===== config.mk =====
export PLATFORM = sky130hd
export DESIGN_NAME = i2c_rx_dbuf
export DESIGN_NICKNAME = d
export VERILOG_FILES = /design/src/rtl/i2crx_pkg.sv /design/src/rtl/i2crx_shift.sv /design/src/rtl/i2crx_ackgen.sv /design/src/rtl/i2crx_hold.sv /design/src/rtl/i2c_rx_dbuf.sv
export SDC_FILE = /design/constraint.sdc
export NUM_CORES = 1
export LEC_CHECK = 0
export BUFFER_PORTS_ARGS = -buffer_cell sky130_fd_sc_hd__buf_2
export CORE_AREA = 2 2 79 81
export CTS_CLUSTER_DIAMETER = 120
export CTS_CLUSTER_SIZE = 20
export DETAILED_ROUTE_END_ITERATION = 6
export DIE_AREA = 0 0 81 83
export GPL_TIMING_DRIVEN = 0
export PLACE_DENSITY_LB_ADDON = 0.15
export SLEW_MARGIN = 30
export SYNTH_ARGS = -nofsm -noshare
export SYNTH_HDL_FRONTEND = slang
export SYNTH_SLANG_ARGS = --single-unit

===== constraint.sdc =====
create_clock -name clk -period 1.68 [get_ports clk]
set_clock_uncertainty 0.15 [all_clocks]
set_input_delay 0.084 -clock clk [delete_from_list [all_inputs] [get_ports clk]]
set_output_delay 0.084 -clock clk [all_outputs]
set_load 0.02 [all_outputs]

===== src/rtl/i2crx_pkg.sv =====
package i2crx_pkg;

  typedef enum logic [2:0] {
    RX_IDLE,
    RX_ADDR,
    RX_BOUND,
    RX_SHIFT,
    RX_HOLD,
    RX_STOP_LO,
    RX_STOP_HI
  } rx_state_e;

  // Acknowledge choice: lookahead mode uses the value captured one byte earlier.
  function automatic logic ack_pick(input logic pos, input logic ack_now, input logic ack_prev);
    return pos ? ack_prev : ack_now;
  endfunction

endpackage


===== src/rtl/i2crx_shift.sv =====
module i2crx_shift #(
  parameter int DATA_W = 8
) (
  input  logic              clk,
  input  logic              rst_n,
  input  logic              start_byte,
  input  logic              rise_en,
  input  logic              fall_en,
  input  logic              sda_in,
  output logic [DATA_W-1:0] shreg,
  output logic              last_bit,
  output logic              ack_slot
);
  localparam int CW = $clog2(DATA_W + 1);
  localparam logic [CW-1:0] LAST_IDX = CW'(DATA_W - 1);
  localparam logic [CW-1:0] ACK_IDX  = CW'(DATA_W);

  logic [CW-1:0] cnt_q;

  function automatic logic [DATA_W-1:0] push_bit(input logic [DATA_W-1:0] cur, input logic b);
    return {cur[DATA_W-2:0], b};
  endfunction

  always_ff @(posedge clk) begin
    if (!rst_n) begin
      cnt_q <= '0;
      shreg <= '0;
    end else if (start_byte) begin
      cnt_q <= '0;
    end else begin
      if (rise_en && (cnt_q != ACK_IDX)) shreg <= push_bit(shreg, sda_in);
      if (fall_en && (cnt_q != ACK_IDX)) cnt_q <= cnt_q + 1'b1;
    end
  end

  assign last_bit = (cnt_q == LAST_IDX);
  assign ack_slot = (cnt_q == ACK_IDX);


  cnt_bound_chk: assert property (@(posedge clk) disable iff (!rst_n)
    cnt_q <= ACK_IDX);

endmodule


===== src/rtl/i2crx_ackgen.sv =====
module i2crx_ackgen
  import i2crx_pkg::*;
(
  input  logic clk,
  input  logic rst_n,
  input  logic arm,
  input  logic decide,
  input  logic ack_en,
  input  logic pos_sel,
  output logic ack_eff
);
  logic ack_prev_q;

  always_ff @(posedge clk) begin
    if (!rst_n)               ack_prev_q <= 1'b0;
    else if (arm || decide)   ack_prev_q <= ack_en;
  end

  assign ack_eff = ack_pick(pos_sel, ack_en, ack_prev_q);


  prev_capture_chk: assert property (@(posedge clk) disable iff (!rst_n)
    decide |=> ack_prev_q == $past(ack_en));

endmodule


===== src/rtl/i2crx_hold.sv =====
module i2crx_hold #(
  parameter int DATA_W = 8
) (
  input  logic              clk,
  input  logic              rst_n,
  input  logic              load,
  input  logic              rd,
  input  logic              flush,
  input  logic [DATA_W-1:0] src,
  output logic [DATA_W-1:0] dr,
  output logic              rxne,
  output logic              btf,
  output logic              accept,
  output logic              release_o
);
  assign accept    = load && (!rxne || rd);
  assign release_o = rd && btf;

  always_ff @(posedge clk) begin
    if (!rst_n) begin
      dr   <= '0;
      rxne <= 1'b0;
      btf  <= 1'b0;
    end else if (flush) begin
      rxne <= 1'b0;
      btf  <= 1'b0;
    end else if (release_o) begin
      dr  <= src;
      btf <= 1'b0;
    end else if (load) begin
      if (accept) begin
        dr   <= src;
        rxne <= 1'b1;
      end else begin
        btf <= 1'b1;
      end
    end else if (rd) begin
      rxne <= 1'b0;
    end
  end


  btf_rxne_chk: assert property (@(posedge clk) disable iff (!rst_n)
    btf |-> rxne);


  rd_clear_chk: assert property (@(posedge clk) disable iff (!rst_n)
    rd && rxne && !btf && !load && !flush |=> !rxne);


  release_chk: assert property (@(posedge clk) disable iff (!rst_n)
    rd && btf && !flush |=> rxne && !btf && dr == $past(src));


  idle_read_chk: assert property (@(posedge clk) disable iff (!rst_n)
    rd && !rxne && !load |=> $stable(dr) && !rxne);

endmodule


===== src/rtl/i2c_rx_dbuf.sv =====
module i2c_rx_dbuf
  import i2crx_pkg::*;
#(
  parameter int DATA_W = 8
) (
  input  logic              clk,
  input  logic              rst_n,
  input  logic              bit_tick,
  input  logic              sda_in,
  input  logic              start_rx,
  input  logic              clr_addr,
  input  logic              ack_en,
  input  logic              pos_sel,
  input  logic              stop_req,
  input  logic              rd_strobe,
  output logic [DATA_W-1:0] rx_byte,
  output logic              flag_addr,
  output logic              flag_rxne,
  output logic              flag_btf,
  output logic              scl_drive_low,
  output logic              sda_drive_low
);
  rx_state_e state_q;
  logic scl_hi_q, sda_lo_q, stop_pend_q;

  logic rise_w, fall_w, byte_done_w, start_byte_w, decide_w, arm_w, stop_rel_w;
  logic last_bit_w, ack_slot_w, ack_eff_w, accept_w, release_w;
  logic [DATA_W-1:0] shreg_w;

  assign rise_w       = (state_q == RX_SHIFT) && bit_tick && !scl_hi_q;
  assign fall_w       = (state_q == RX_SHIFT) && bit_tick &&  scl_hi_q;
  assign byte_done_w  = fall_w && ack_slot_w;
  assign decide_w     = fall_w && last_bit_w;
  assign start_byte_w = (state_q == RX_BOUND) && !stop_pend_q;
  assign arm_w        = (state_q == RX_ADDR) && clr_addr;
  assign stop_rel_w   = (state_q == RX_STOP_HI) && bit_tick;

  i2crx_shift #(.DATA_W(DATA_W)) shift_u (
    .clk(clk), .rst_n(rst_n), .start_byte(start_byte_w),
    .rise_en(rise_w), .fall_en(fall_w), .sda_in(sda_in),
    .shreg(shreg_w), .last_bit(last_bit_w), .ack_slot(ack_slot_w)
  );

  i2crx_ackgen ack_u (
    .clk(clk), .rst_n(rst_n), .arm(arm_w), .decide(decide_w),
    .ack_en(ack_en), .pos_sel(pos_sel), .ack_eff(ack_eff_w)
  );

  i2crx_hold #(.DATA_W(DATA_W)) hold_u (
    .clk(clk), .rst_n(rst_n), .load(byte_done_w), .rd(rd_strobe),
    .flush(stop_rel_w), .src(shreg_w), .dr(rx_byte),
    .rxne(flag_rxne), .btf(flag_btf), .accept(accept_w), .release_o(release_w)
  );

  always_ff @(posedge clk) begin
    if (!rst_n) begin
      state_q     <= RX_IDLE;
      scl_hi_q    <= 1'b1;
      sda_lo_q    <= 1'b0;
      flag_addr   <= 1'b0;
      stop_pend_q <= 1'b0;
    end else begin
      if (stop_req && state_q != RX_IDLE) stop_pend_q <= 1'b1;
      unique case (state_q)
        RX_IDLE: if (start_rx) begin
          state_q   <= RX_ADDR;
          scl_hi_q  <= 1'b0;
          flag_addr <= 1'b1;
        end
        RX_ADDR: if (clr_addr) begin
          flag_addr <= 1'b0;
          state_q   <= RX_BOUND;
        end
        RX_BOUND: if (stop_pend_q) begin
          sda_lo_q <= 1'b1;
          state_q  <= RX_STOP_LO;
        end else begin
          state_q <= RX_SHIFT;
        end
        RX_SHIFT: if (bit_tick) begin
          if (!scl_hi_q) begin
            scl_hi_q <= 1'b1;
          end else begin
            scl_hi_q <= 1'b0;
            if (last_bit_w) sda_lo_q <= ack_eff_w;
            if (ack_slot_w) begin
              sda_lo_q <= 1'b0;
              state_q  <= accept_w ? RX_BOUND : RX_HOLD;
            end
          end
        end
        RX_HOLD: if (release_w) state_q <= RX_BOUND;
        RX_STOP_LO: if (bit_tick) begin
          scl_hi_q <= 1'b1;
          state_q  <= RX_STOP_HI;
        end
        RX_STOP_HI: if (bit_tick) begin
          sda_lo_q    <= 1'b0;
          state_q     <= RX_IDLE;
          stop_pend_q <= 1'b0;
        end
        default: state_q <= RX_IDLE;
      endcase
    end
  end

  assign scl_drive_low = !scl_hi_q;
  assign sda_drive_low = sda_lo_q;


  stall_scl_chk: assert property (@(posedge clk) disable iff (!rst_n)
    flag_btf |-> scl_drive_low);


  sda_edge_chk: assert property (@(posedge clk) disable iff (!rst_n)
    scl_hi_q && $past(scl_hi_q) && !$past(stop_rel_w) |-> $stable(sda_lo_q));


  addr_gate_chk: assert property (@(posedge clk) disable iff (!rst_n)
    flag_addr |-> !rise_w && scl_drive_low);


  stop_flush_chk: assert property (@(posedge clk) disable iff (!rst_n)
    stop_rel_w |=> !flag_rxne && !flag_btf && $stable(rx_byte));


  stop_seq_chk: assert property (@(posedge clk) disable iff (!rst_n)
    state_q == RX_STOP_HI |-> !scl_drive_low && sda_drive_low);

endmodule


### After elaboration in Yosys (flattened, before gate mapping)

Index checks and enable logic that the tools add are counted.

| storage, ports and cells | value |
|---|---|
| logic and storage cells | 110 |
| latch bits | 0 |
| output and inout bits | 13 |
| flip-flop bits (word level) | 30 |
| ROM bits | 0 |
| bits in writable memories | 0 |
| memories kept | 0 |
| input port bits | 10 |

| operators by class | value |
|---|---|
| magnitude comparators | 0 |
| bitwise gates (word level) | 5 |
| equal/unequal tests | 20 |
| div/mod/pow operators | 0 |
| mux-type cells | 36 |
| multiply operators | 0 |
| add/sub/neg operators | 1 |
| shift-type cells | 0 |
| reduce and logical (&&, ||, !) cells | 37 |

Operators by type and width:

| kind | number |
|---|---|
| 3-bit 2-to-1 mux | 10 |
| 8-bit 2-to-1 mux | 3 |
| 3-bit one-hot mux with 7 select lines | 1 |
| 1-bit 2-to-1 mux | 19 |
| 2-bit != test (second input constant) | 9 |
| 1-bit logical AND | 13 |
| 3-bit equality test (second input constant) | 3 |
| 3-bit AND reduction | 3 |
| 3-bit nonzero test | 3 |
| 8-bit AND reduction | 1 |
| 2-bit nonzero test | 4 |
| 3-bit by 2-bit equality test with 1-bit output (second input constant) | 2 |
| 1-bit one-hot mux with 3 select lines | 2 |
| 6-bit AND reduction | 1 |
| 1-bit inverter | 5 |
| 4-bit by 1-bit adder with 4-bit output (second input constant) | 1 |
| 4-bit by 3-bit equality test with 1-bit output (second input constant) | 1 |
| 4-bit equality test (second input constant) | 1 |
| 4-bit != test (second input constant) | 1 |
| 2-bit AND reduction | 2 |
| 4-bit AND reduction | 1 |
| 2-bit OR reduction | 2 |
| 3-bit by 1-bit equality test with 1-bit output (second input constant) | 1 |
| 1-bit logical NOT | 3 |
| 6 further kinds | 7 |

### Depth between registers and ports, before layout

Gate-level depths: netlist of the first run.

| logic depth | value |
|---|---|
| depth after elaboration | 10 |
| depth in mapped cells | 8 |
| depth with buffers taken out | 7 |

### Cells and area by module

Synthesis of the first run repeated with hierarchy kept, for this count alone.

| unflattened totals | value |
|---|---|
| cells, all modules | 183 |
| area total of the unflattened synthesis | 1,581.5 sq um |

By module, submodules not included:

| module | area an instance (sq um) | sequential area each (sq um) | cells each | times used |
|---|---|---|---|---|
| i2c_rx_dbuf | 584.3 | 140.1 | 75 | 1 |
| i2crx_shift | 515.5 | 240.2 | 55 | 1 |
| i2crx_hold | 427.9 | 200.2 | 48 | 1 |
| i2crx_ackgen | 53.8 | 20.0 | 5 | 1 |

### Worst setup path after synthesis of the first run

No wires, ideal clock.

| timing path | value |
|---|---|
| kind | register -> register |
| from | register shift_u.cnt_q[0] |
| to | register shift_u.shreg[0] |
| setup slack | -0.187 ns |
| path buffers | 0 |
| stages on the path, launching flop included | 7 |
| data arrival time | 1.589 ns |
| cells stage by stage | dfxtp_1 -> inv_1 -> ha_1 -> and3b_4 -> nor4_4 -> mux2i_1 -> nor2_1 |

| between the ends | value |
|---|---|
| longest elaborated chain between the ends | 3 |

RTL lines:

| what | line | RTL |
|---|---|---|
| from (decl) | i2crx_shift.sv:18 | `logic [CW-1:0] cnt_q;` |
| from (signal assigned) | i2crx_shift.sv:32 | `if (fall_en && (cnt_q != ACK_IDX)) cnt_q <= cnt_q + 1'b1;` |
| 4-bit != test | i2crx_shift.sv:31 | `if (rise_en && (cnt_q != ACK_IDX)) shreg <= push_bit(shreg, sda_in);` |
| 1-bit logical AND | i2crx_shift.sv:31 |  |
| 2-bit AND reduction (no source line) | - |  |
| to (signal assigned) | i2crx_shift.sv:31 |  |
| to (decl) | i2crx_shift.sv:10 | `output logic [DATA_W-1:0] shreg,` |

Every way passes these cells.
A chain may end at the register's enable or synchronous reset.

### Worst setup path in the final report of the first run

| timing path | value |
|---|---|
| from | register state_q[2] |
| to | register hold_u.dr[1] |

| between the ends | value |
|---|---|
| longest elaborated chain between the ends | 7 |
| elaborated cells on any way between the ends | 11 |

RTL lines:

| what | line | RTL |
|---|---|---|
| from (decl) | i2c_rx_dbuf.sv:23 | `rx_state_e state_q;` |
| from (signal assigned) | i2c_rx_dbuf.sv:88 | `state_q <= accept_w ? RX_BOUND : RX_HOLD;` |
| 3-bit by 2-bit equality test with 1-bit output | i2c_rx_dbuf.sv:31 | `assign fall_w = (state_q == RX_SHIFT) && bit_tick && scl_hi_q;` |
| 1-bit logical AND (2 in a row) | i2c_rx_dbuf.sv:31 |  |
| 1-bit logical AND | i2c_rx_dbuf.sv:32 | `assign byte_done_w = fall_w && ack_slot_w;` |
| 1-bit logical AND | i2crx_hold.sv:16 | `assign accept = load && (!rxne \|\| rd);` |
| 2-bit nonzero test (no source line) | - |  |
| 3-bit AND reduction (no source line) (*) | - |  |
| to (signal assigned) | i2crx_hold.sv:28 | `dr <= src;` |
| to (signal assigned) | i2crx_hold.sv:32 | `dr <= src;` |
| to (decl) | i2crx_hold.sv:10 | `output logic [DATA_W-1:0] dr,` |

Mark *: on every way between the ends. The rest lies on a longest branch, timed or not.

==> key figures, run 1 <==
Global routing
  – Vias in the first global route: 1315
  – GR Util All Layers: 0.1211
  – Initial antenna violation count: 0
  – Global-route wire length before repair: 6382 microns
  – Grt ovf: 0
  – Largest net degree at the start of global routing: 11

Clock tree
  – Clock sink count: 30
  – Root buffer cell: clkbuf_8
  – CTS H-tree depth: 2
  – Total CTS buffers: 5
  – Clock Latency Late Sink: 0.28 ns
  – TritonCTS clock tree: yes
  – Clock-pin slew on the worst setup and hold paths: 0.08 ns
  – Max clock buf depth: 2

Timing
  – Worst-Margin Slew: 0.6474 ns
  – Hold slack final: 0.07278 ns
  – Fin. Hold Viols: 0
  – Setup violators final: 6
  – Final worst path period need: 1.700 ns
  – Fmax: 0.5884 GHz
  – Relative slew slack: 0.5684
  – Final worst setup slack: -0.01963 ns
  – Period utilization: 1.012
  – Unrepaired setup endpoints after global routing: yes
  – Max Slew Vio Count: 0

Logic synthesis
  – Post-synth cell types: 40
  – Synth Warn #: 0
  – Dominant cell by count in the synthesized netlist: dfxtp_1
  – FF+latch count, synth: 30
  – Top post-synthesis cells by area: dfxtp_1 (41%), mux2i_1 (7.5%), nor2_1 (5.9%), nand2_1 (4.1%), a21oi_1 (3.1%)
  – Post-synth top cells: dfxtp_1 (30), nor2_1 (23), nand2_1 (16), mux2i_1 (11)
  – Post-Syn Nets: 185
  – Yosys top cell area share: 0.4092
  – Mapped Area: 1468 sq um
  – Mapped Cells: 173
  – EDFF count, synth: 0
  – Post-synth top area cell: dfxtp_1
  – Top FF cell, synth: dfxtp_1
  – Register area share after synthesis: 0.4092
  – Async SR Flop Fraction: 0
  – Mean post-synth cell area: 8.484 sq um

Power
  – Leak pwr: 0.7776 nW
  – Tot Pwr: 2.062 mW
  – Peak VDD IR: 0.3880 mV
  – Power Density: 986.3 nW/um^2

Place
  – I/O Buffers: 22
  – Placed cell area: 1687 sq um
  – Detail Placement HPWL: 2652 microns
  – Post-placement cell count: 270
  – Placer Congestion: 0.7481
  – Pre-CTS setup slack: -0.3552 ns

Setup path
  – Arrival time at the worst endpoint: 1.72 ns
  – CP Capture Type: flop
  – Crit Path Max Fanout: 8
  – Reg-to-reg slack, setup: -0.02 ns
  – Required time worst endpoint: 1.70 ns
  – Critical Path Start Type: flop
  – CP Class: reg -> reg

Die
  – Io pins: 23
  – CORE AREA: 5816 sq um
  – Die W: 81 microns
  – Initial Util: 0.2524
  – Die area: 6723 sq um
  – Floorplan row count: 28
  – Die height: 83 microns

Routing
  – DR vias: 1412
  – Initial DRT Pass Iterations: 4
  – DRC violations left: 0
  – Average wire per standard cell: 12.67 microns
  – Via density: 4.738
  – Antenna-violating nets left: 0
  – First DRT Iteration DRCs: 79
  – Final wirelength: 3777 microns

Final layout
  – Diodes inserted: 0
  – Finished Layout Cells: 298
  – Final net count: 234
  – Layout Cell Area excl Fill: 2091 sq um
  – Area grow syn2layout: 42.46%
  – Share of cells above drive strength 1: 0.3587

Status
  – Violated checks: negative setup slack
  – Outcome: complete, but fails checks

Worst hold path
  – Worst Hold Class: in -> reg

Flow run
  – Max_cap viols: 0
## registers in the layout (all words and copies together) (netlist names)
signal            cells
hold_u.rxne           1
scl_hi_q              1
shift_u.shreg         8
hold_u.dr             8
state_q               3
flag_addr             1
stop_pend_q           1
hold_u.btf            1
sda_drive_low         1
ack_u.ack_prev_q      1
shift_u.cnt_q         4
## per-stage QoR
step                  util  setup TNS, ns
floorplan                -         -1.176
global placement    0.2900         -5.202
detailed placement  0.2900         -4.891
CTS                 0.3408         -1.287
global route        0.3595         -1.380
finish              0.3595       -0.09925
## final cells by class
cell class | instances | area, sq um
Sequential cell | 30 | 610.6
Fill cell | 640 | 3725
Clock inverter | 2 | 12.51
Inverter | 7 | 26.28
Timing Repair Buffer | 42 | 309.0
Clock buffer | 6 | 82.58
Multi-Input combinational cell | 128 | 904.6
Tap cell | 75 | 93.84
Buffer | 8 | 51.30
## path summary, 6_finish.rpt
path,from,to,cells after the start
min reg2reg,shift_u.shreg[7],hold_u.dr[7],2
max reg2reg,state_q[2],hold_u.dr[1],7
max,state_q[2],hold_u.dr[1],7
min,start_rx,scl_hi_q,4
## routing by layer
metal  routed length [microns]  global-route usage
met1                      1814              0.1657
met2                      1741              0.1796
met3                       197             0.04022
met4                        24             0.03544
met5                         0                   0
## cells by family after synthesis
kind of cell | Yosys count | synth area share
AND/OR/NAND/NOR | 72 | 0.2651
AO/OA/AOI/OAI | 39 | 0.1654
flip-flops | 30 | 0.4092
buffers and inverters | 15 | 0.04263
multiplexers | 12 | 0.08270
XOR/XNOR | 3 | 0.01791
adder cells (fa/ha/maj) | 2 | 0.01705
## critical path: stages, from the launching register on
cell	delay, ns
dfxtp_4	0.37
nand4b_1	0.19
buf_4	0.18
nor4b_4	0.31
a31oi_4	0.10
buf_6	0.17
nand3_2	0.05
o21ai_1	0.06
## power breakdown
group	internal [mW]	switching (mW)	total (mW)
sequential	0.770	0.0575	0.827
combinational	0.260	0.356	0.616
clock	0.329	0.290	0.619
total	1.36	0.703	2.06
## cells in the final DEF, fill, tap and decap left out, types with 3 or more instances in the layout
| cell type | count |
|---|---|
| buf_2 | 24 |
| o21ai_0 | 5 |
| nand3b_1 | 3 |
| a311oi_1 | 3 |
| nand2_1 | 16 |
| o21ai_1 | 7 |
| buf_6 | 5 |
| clkbuf_1 | 3 |
| mux2i_1 | 11 |
| nand4b_1 | 3 |
| inv_1 | 4 |
| inv_2 | 3 |
| dfxtp_1 | 24 |
| clkbuf_8 | 6 |
| nor2_1 | 20 |
| dfxtp_2 | 5 |
| nand4_1 | 3 |
| dlygate4sd3_1 | 6 |
| a21oi_1 | 8 |
| buf_4 | 9 |
| nand3_2 | 6 |
| a31oi_1 | 3 |
| nor2_2 | 3 |
## what timing repair did
action | CTS | global route
hold buffers | 6 | 0
resized for setup | 14 | 19
hold endpoints to repair | 7 | 0
pin swaps | 12 | 8
gates cloned | 1 | 0
buffers inserted | 7 | 6
setup endpoints to repair | 25 | 24
Power figures use the tool's default switching activity.
==> inputs of run 2 (changes only) <==
- SETUP_SLACK_MARGIN: not set -> 0.5
==> key figures, run 2 (synthesis gave the netlist of run 1 again) <==
Status
  – Outcome: complete, but fails checks
  – Violated checks: negative setup slack

Power
  – Clock power frac: 0.290 (-0.010)
  – Combinational Power Share: 0.385 (+0.086)
  – Sw Share: 0.3188 (-0.02232)
  – Leak pwr: 0.9630 nW (+24%)
  – Sw Pwr: 0.8243 mW (+17%)
  – Int Pwr: 1.762 mW (+30%)
  – Tot Pwr: 2.586 mW (+25%)
  – Peak VDD IR: 0.6155 mV (+59%)
  – Power Density: 1024 nW/um^2 (+3.8%)
  – Register share of total power: 0.325 (-0.076)

Global routing
  – Grt ovf: 0 (unchanged)
  – Initial antenna violation count: 0 (unchanged)
  – Largest net degree at the start of global routing: 11 (unchanged)
  – Global-route wire length before repair: 7424 microns (+16%)
  – Vias in the first global route: 1529 (+16%)
  – GR Util All Layers: 0.1412 (+0.02014)

Timing
  – Worst-Margin Slew: 0.5551 ns (-0.09228 ns)
  – Max Slew Vio Count: 0 (unchanged)
  – Hold slack final: 0.003547 ns (-0.06923 ns)
  – Fmax: 0.5748 GHz (-2.3%)
  – Period utilization: 1.036 (+0.02388)
  – Final worst path period need: 1.740 ns (+0.04012 ns)
  – Unrepaired setup endpoints after global routing: yes
  – Fin. Hold Viols: 0 (unchanged)
  – Relative slew slack: 0.6299 (+0.06152)
  – Setup violators final: 10 (+4)
  – Final worst setup slack: -0.05975 ns (-0.04012 ns)

Setup path
  – Crit Path Max Fanout: 7 (-1)
  – Reg-to-reg startpoint: shift_u.cnt_q[1]
  – Critical Path Start Type: flop
  – Required time worst endpoint: 1.70 ns (about the same)
  – Reg-to-reg slack, setup: -0.06 ns (-0.04 ns)
  – Setup crit start: shift_u.cnt_q[1]
  – CP Capture Type: flop
  – CP Class: reg -> reg
  – Arrival time at the worst endpoint: 1.76 ns (+0.04 ns)

Flow run
  – Max_cap viols: 0 (unchanged)

Place
  – Pre-CTS setup slack: -0.3416 ns (+0.01358 ns)
  – Detail Placement HPWL: 2733 microns (+3.1%)
  – Placer Congestion: 0.7564 (+1.1%)
  – I/O Buffers: 22 (unchanged)
  – Post-placement cell count: 270 (unchanged)

Final layout
  – Diodes inserted: 0 (unchanged)
  – Area grow syn2layout: 72.04%
  – Most frequent cells in the layout: buf_6 (23), dfxtp_1 (22), buf_2 (22)
  – Sequential cell area: 615.6 sq um (+0.82%)
  – Share of cells above drive strength 1: 0.5205 (+0.1617)
  – Multi-input gate area: 1032 sq um (+14%)
  – Most common cell after layout, fill and taps aside: buf_6
  – Top flop regs: hold_u.dr: 8 flops, shift_u.shreg: 8 flops, shift_u.cnt_q: 4 flops
  – Final net count: 256 (+9.4%)
  – Finished Layout Cells: 319 (+7.0%)
  – # fillers: 581 (-9.2%)

Worst hold path
  – Hold Crit Start: rst_n
  – Worst Hold Class: in -> reg

Clock tree
  – CTS H-tree depth: 2 (unchanged)
  – Total CTS buffers: 5 (unchanged)
  – Clock Latency Late Sink: 0.28 ns (about the same)
  – TritonCTS clock tree: yes
  – Clock sink count: 30 (unchanged)
  – Max clock buf depth: 2 (unchanged)
  – Clock-pin slew on the worst setup and hold paths: 0.07 ns (about the same)
  – Root buffer cell: clkbuf_8

Routing
  – DRC violations left: 0 (unchanged)
  – Via density: 4.846 (+2.3%)
  – Antenna-violating nets left: 0 (unchanged)
  – Average wire per standard cell: 14.38 microns (+13%)
  – DR vias: 1546 (+9.5%)
  – Final wirelength: 4586 microns (+21%)
  – Initial DRT Pass Iterations: 4 (unchanged)
  – First DRT Iteration DRCs: 39 (-51%)

Die
  – Die area: 6723 sq um (unchanged)
  – Io pins: 23 (unchanged)
  – Die height: 83 microns (unchanged)
  – Floorplan row count: 28 (unchanged)
  – Initial Util: 0.2524 (unchanged)
  – CORE AREA: 5816 sq um (unchanged)
  – Die W: 81 microns (unchanged)
[run 2: cell types whose count changed in the layout (fill, tap and decap cells not counted), moves of 3 or more]
cell	before	now
nor2_1	20	14
buf_6	5	23
nand3_1	2	5
a21oi_1	8	3
buf_4	9	14
nand3_2	6	3
nor2_4	0	5
a21oi_2	1	6
[run 2: layout make-up]
class	count	area share
clock buffers	6	0.03271
well taps	75	0.03717
multi-input cells	128	0.4088
inverters	7	0.01140
plain buffers	8	0.03469
flip-flops and latches	30	0.2438
clock inverters	1	0.01189
repair buffers	64	0.2195
[run 2: worst paths after layout]
path / end / cells after the start
max: hold_u.dr[1] / 9
max reg2reg: hold_u.dr[1] / 9
min reg2reg: hold_u.dr[7] / 2
min: shift_u.cnt_q[0] / 3
[run 2: per-stage QoR]
stage                     instance area [sq um]  utilization  TNS [ns]
after CTS                                  2311       0.3974    -1.394
after floorplan                            1524            -    -1.176
final                                      2525       0.4342   -0.4194
after global placement                     1728       0.2971    -5.014
after global routing                       2525       0.4342    -2.150
after detailed placement                   1728       0.2971    -4.649
[run 2: repair_timing]
item                       CTS  global route
hold buffers                 4             0
setup endpoints to repair   31            32
gates resized for setup     49            33
gates cloned                 2             1
hold endpoints to repair     9             0
pin swaps                   34            25
buffers inserted            26             9
[run 2: routing by layer]
metal / part of all wire / global-route usage / vias to the layer above / wire length [microns]
li1: - / - / 763 / -
met1: 0.44 / 0.1805 / 736 / 2027
met2: 0.50 / 0.2239 / 43 / 2277
met3: 0.049 / 0.03478 / 4 / 227
met4: 0.012 / 0.05855 / 0 / 53
met5: 0 / 0 / - / 0
[run 2: power by group through the flow]
stage | registers, mW | clock network, mW | logic [mW]
finish | 0.841 | 0.749 | 0.996
CTS | 0.831 | 0.771 | 0.842
global placement | 0.843 | 0 | 0.596
global route | 0.851 | 0.805 | 1.07
detailed placement | 0.843 | 0 | 0.586
floorplan | 0.838 | 0 | 0.447
[run 2: critical path, stage by stage, from the launching register on]
cell	delay, ns
dfxtp_2	0.33
inv_2	0.06
ha_4	0.13
nand4b_1	0.11
buf_6	0.15
nor4b_4	0.30
a31oi_4	0.11
buf_6	0.18
nand3_2	0.04
o21ai_1	0.07
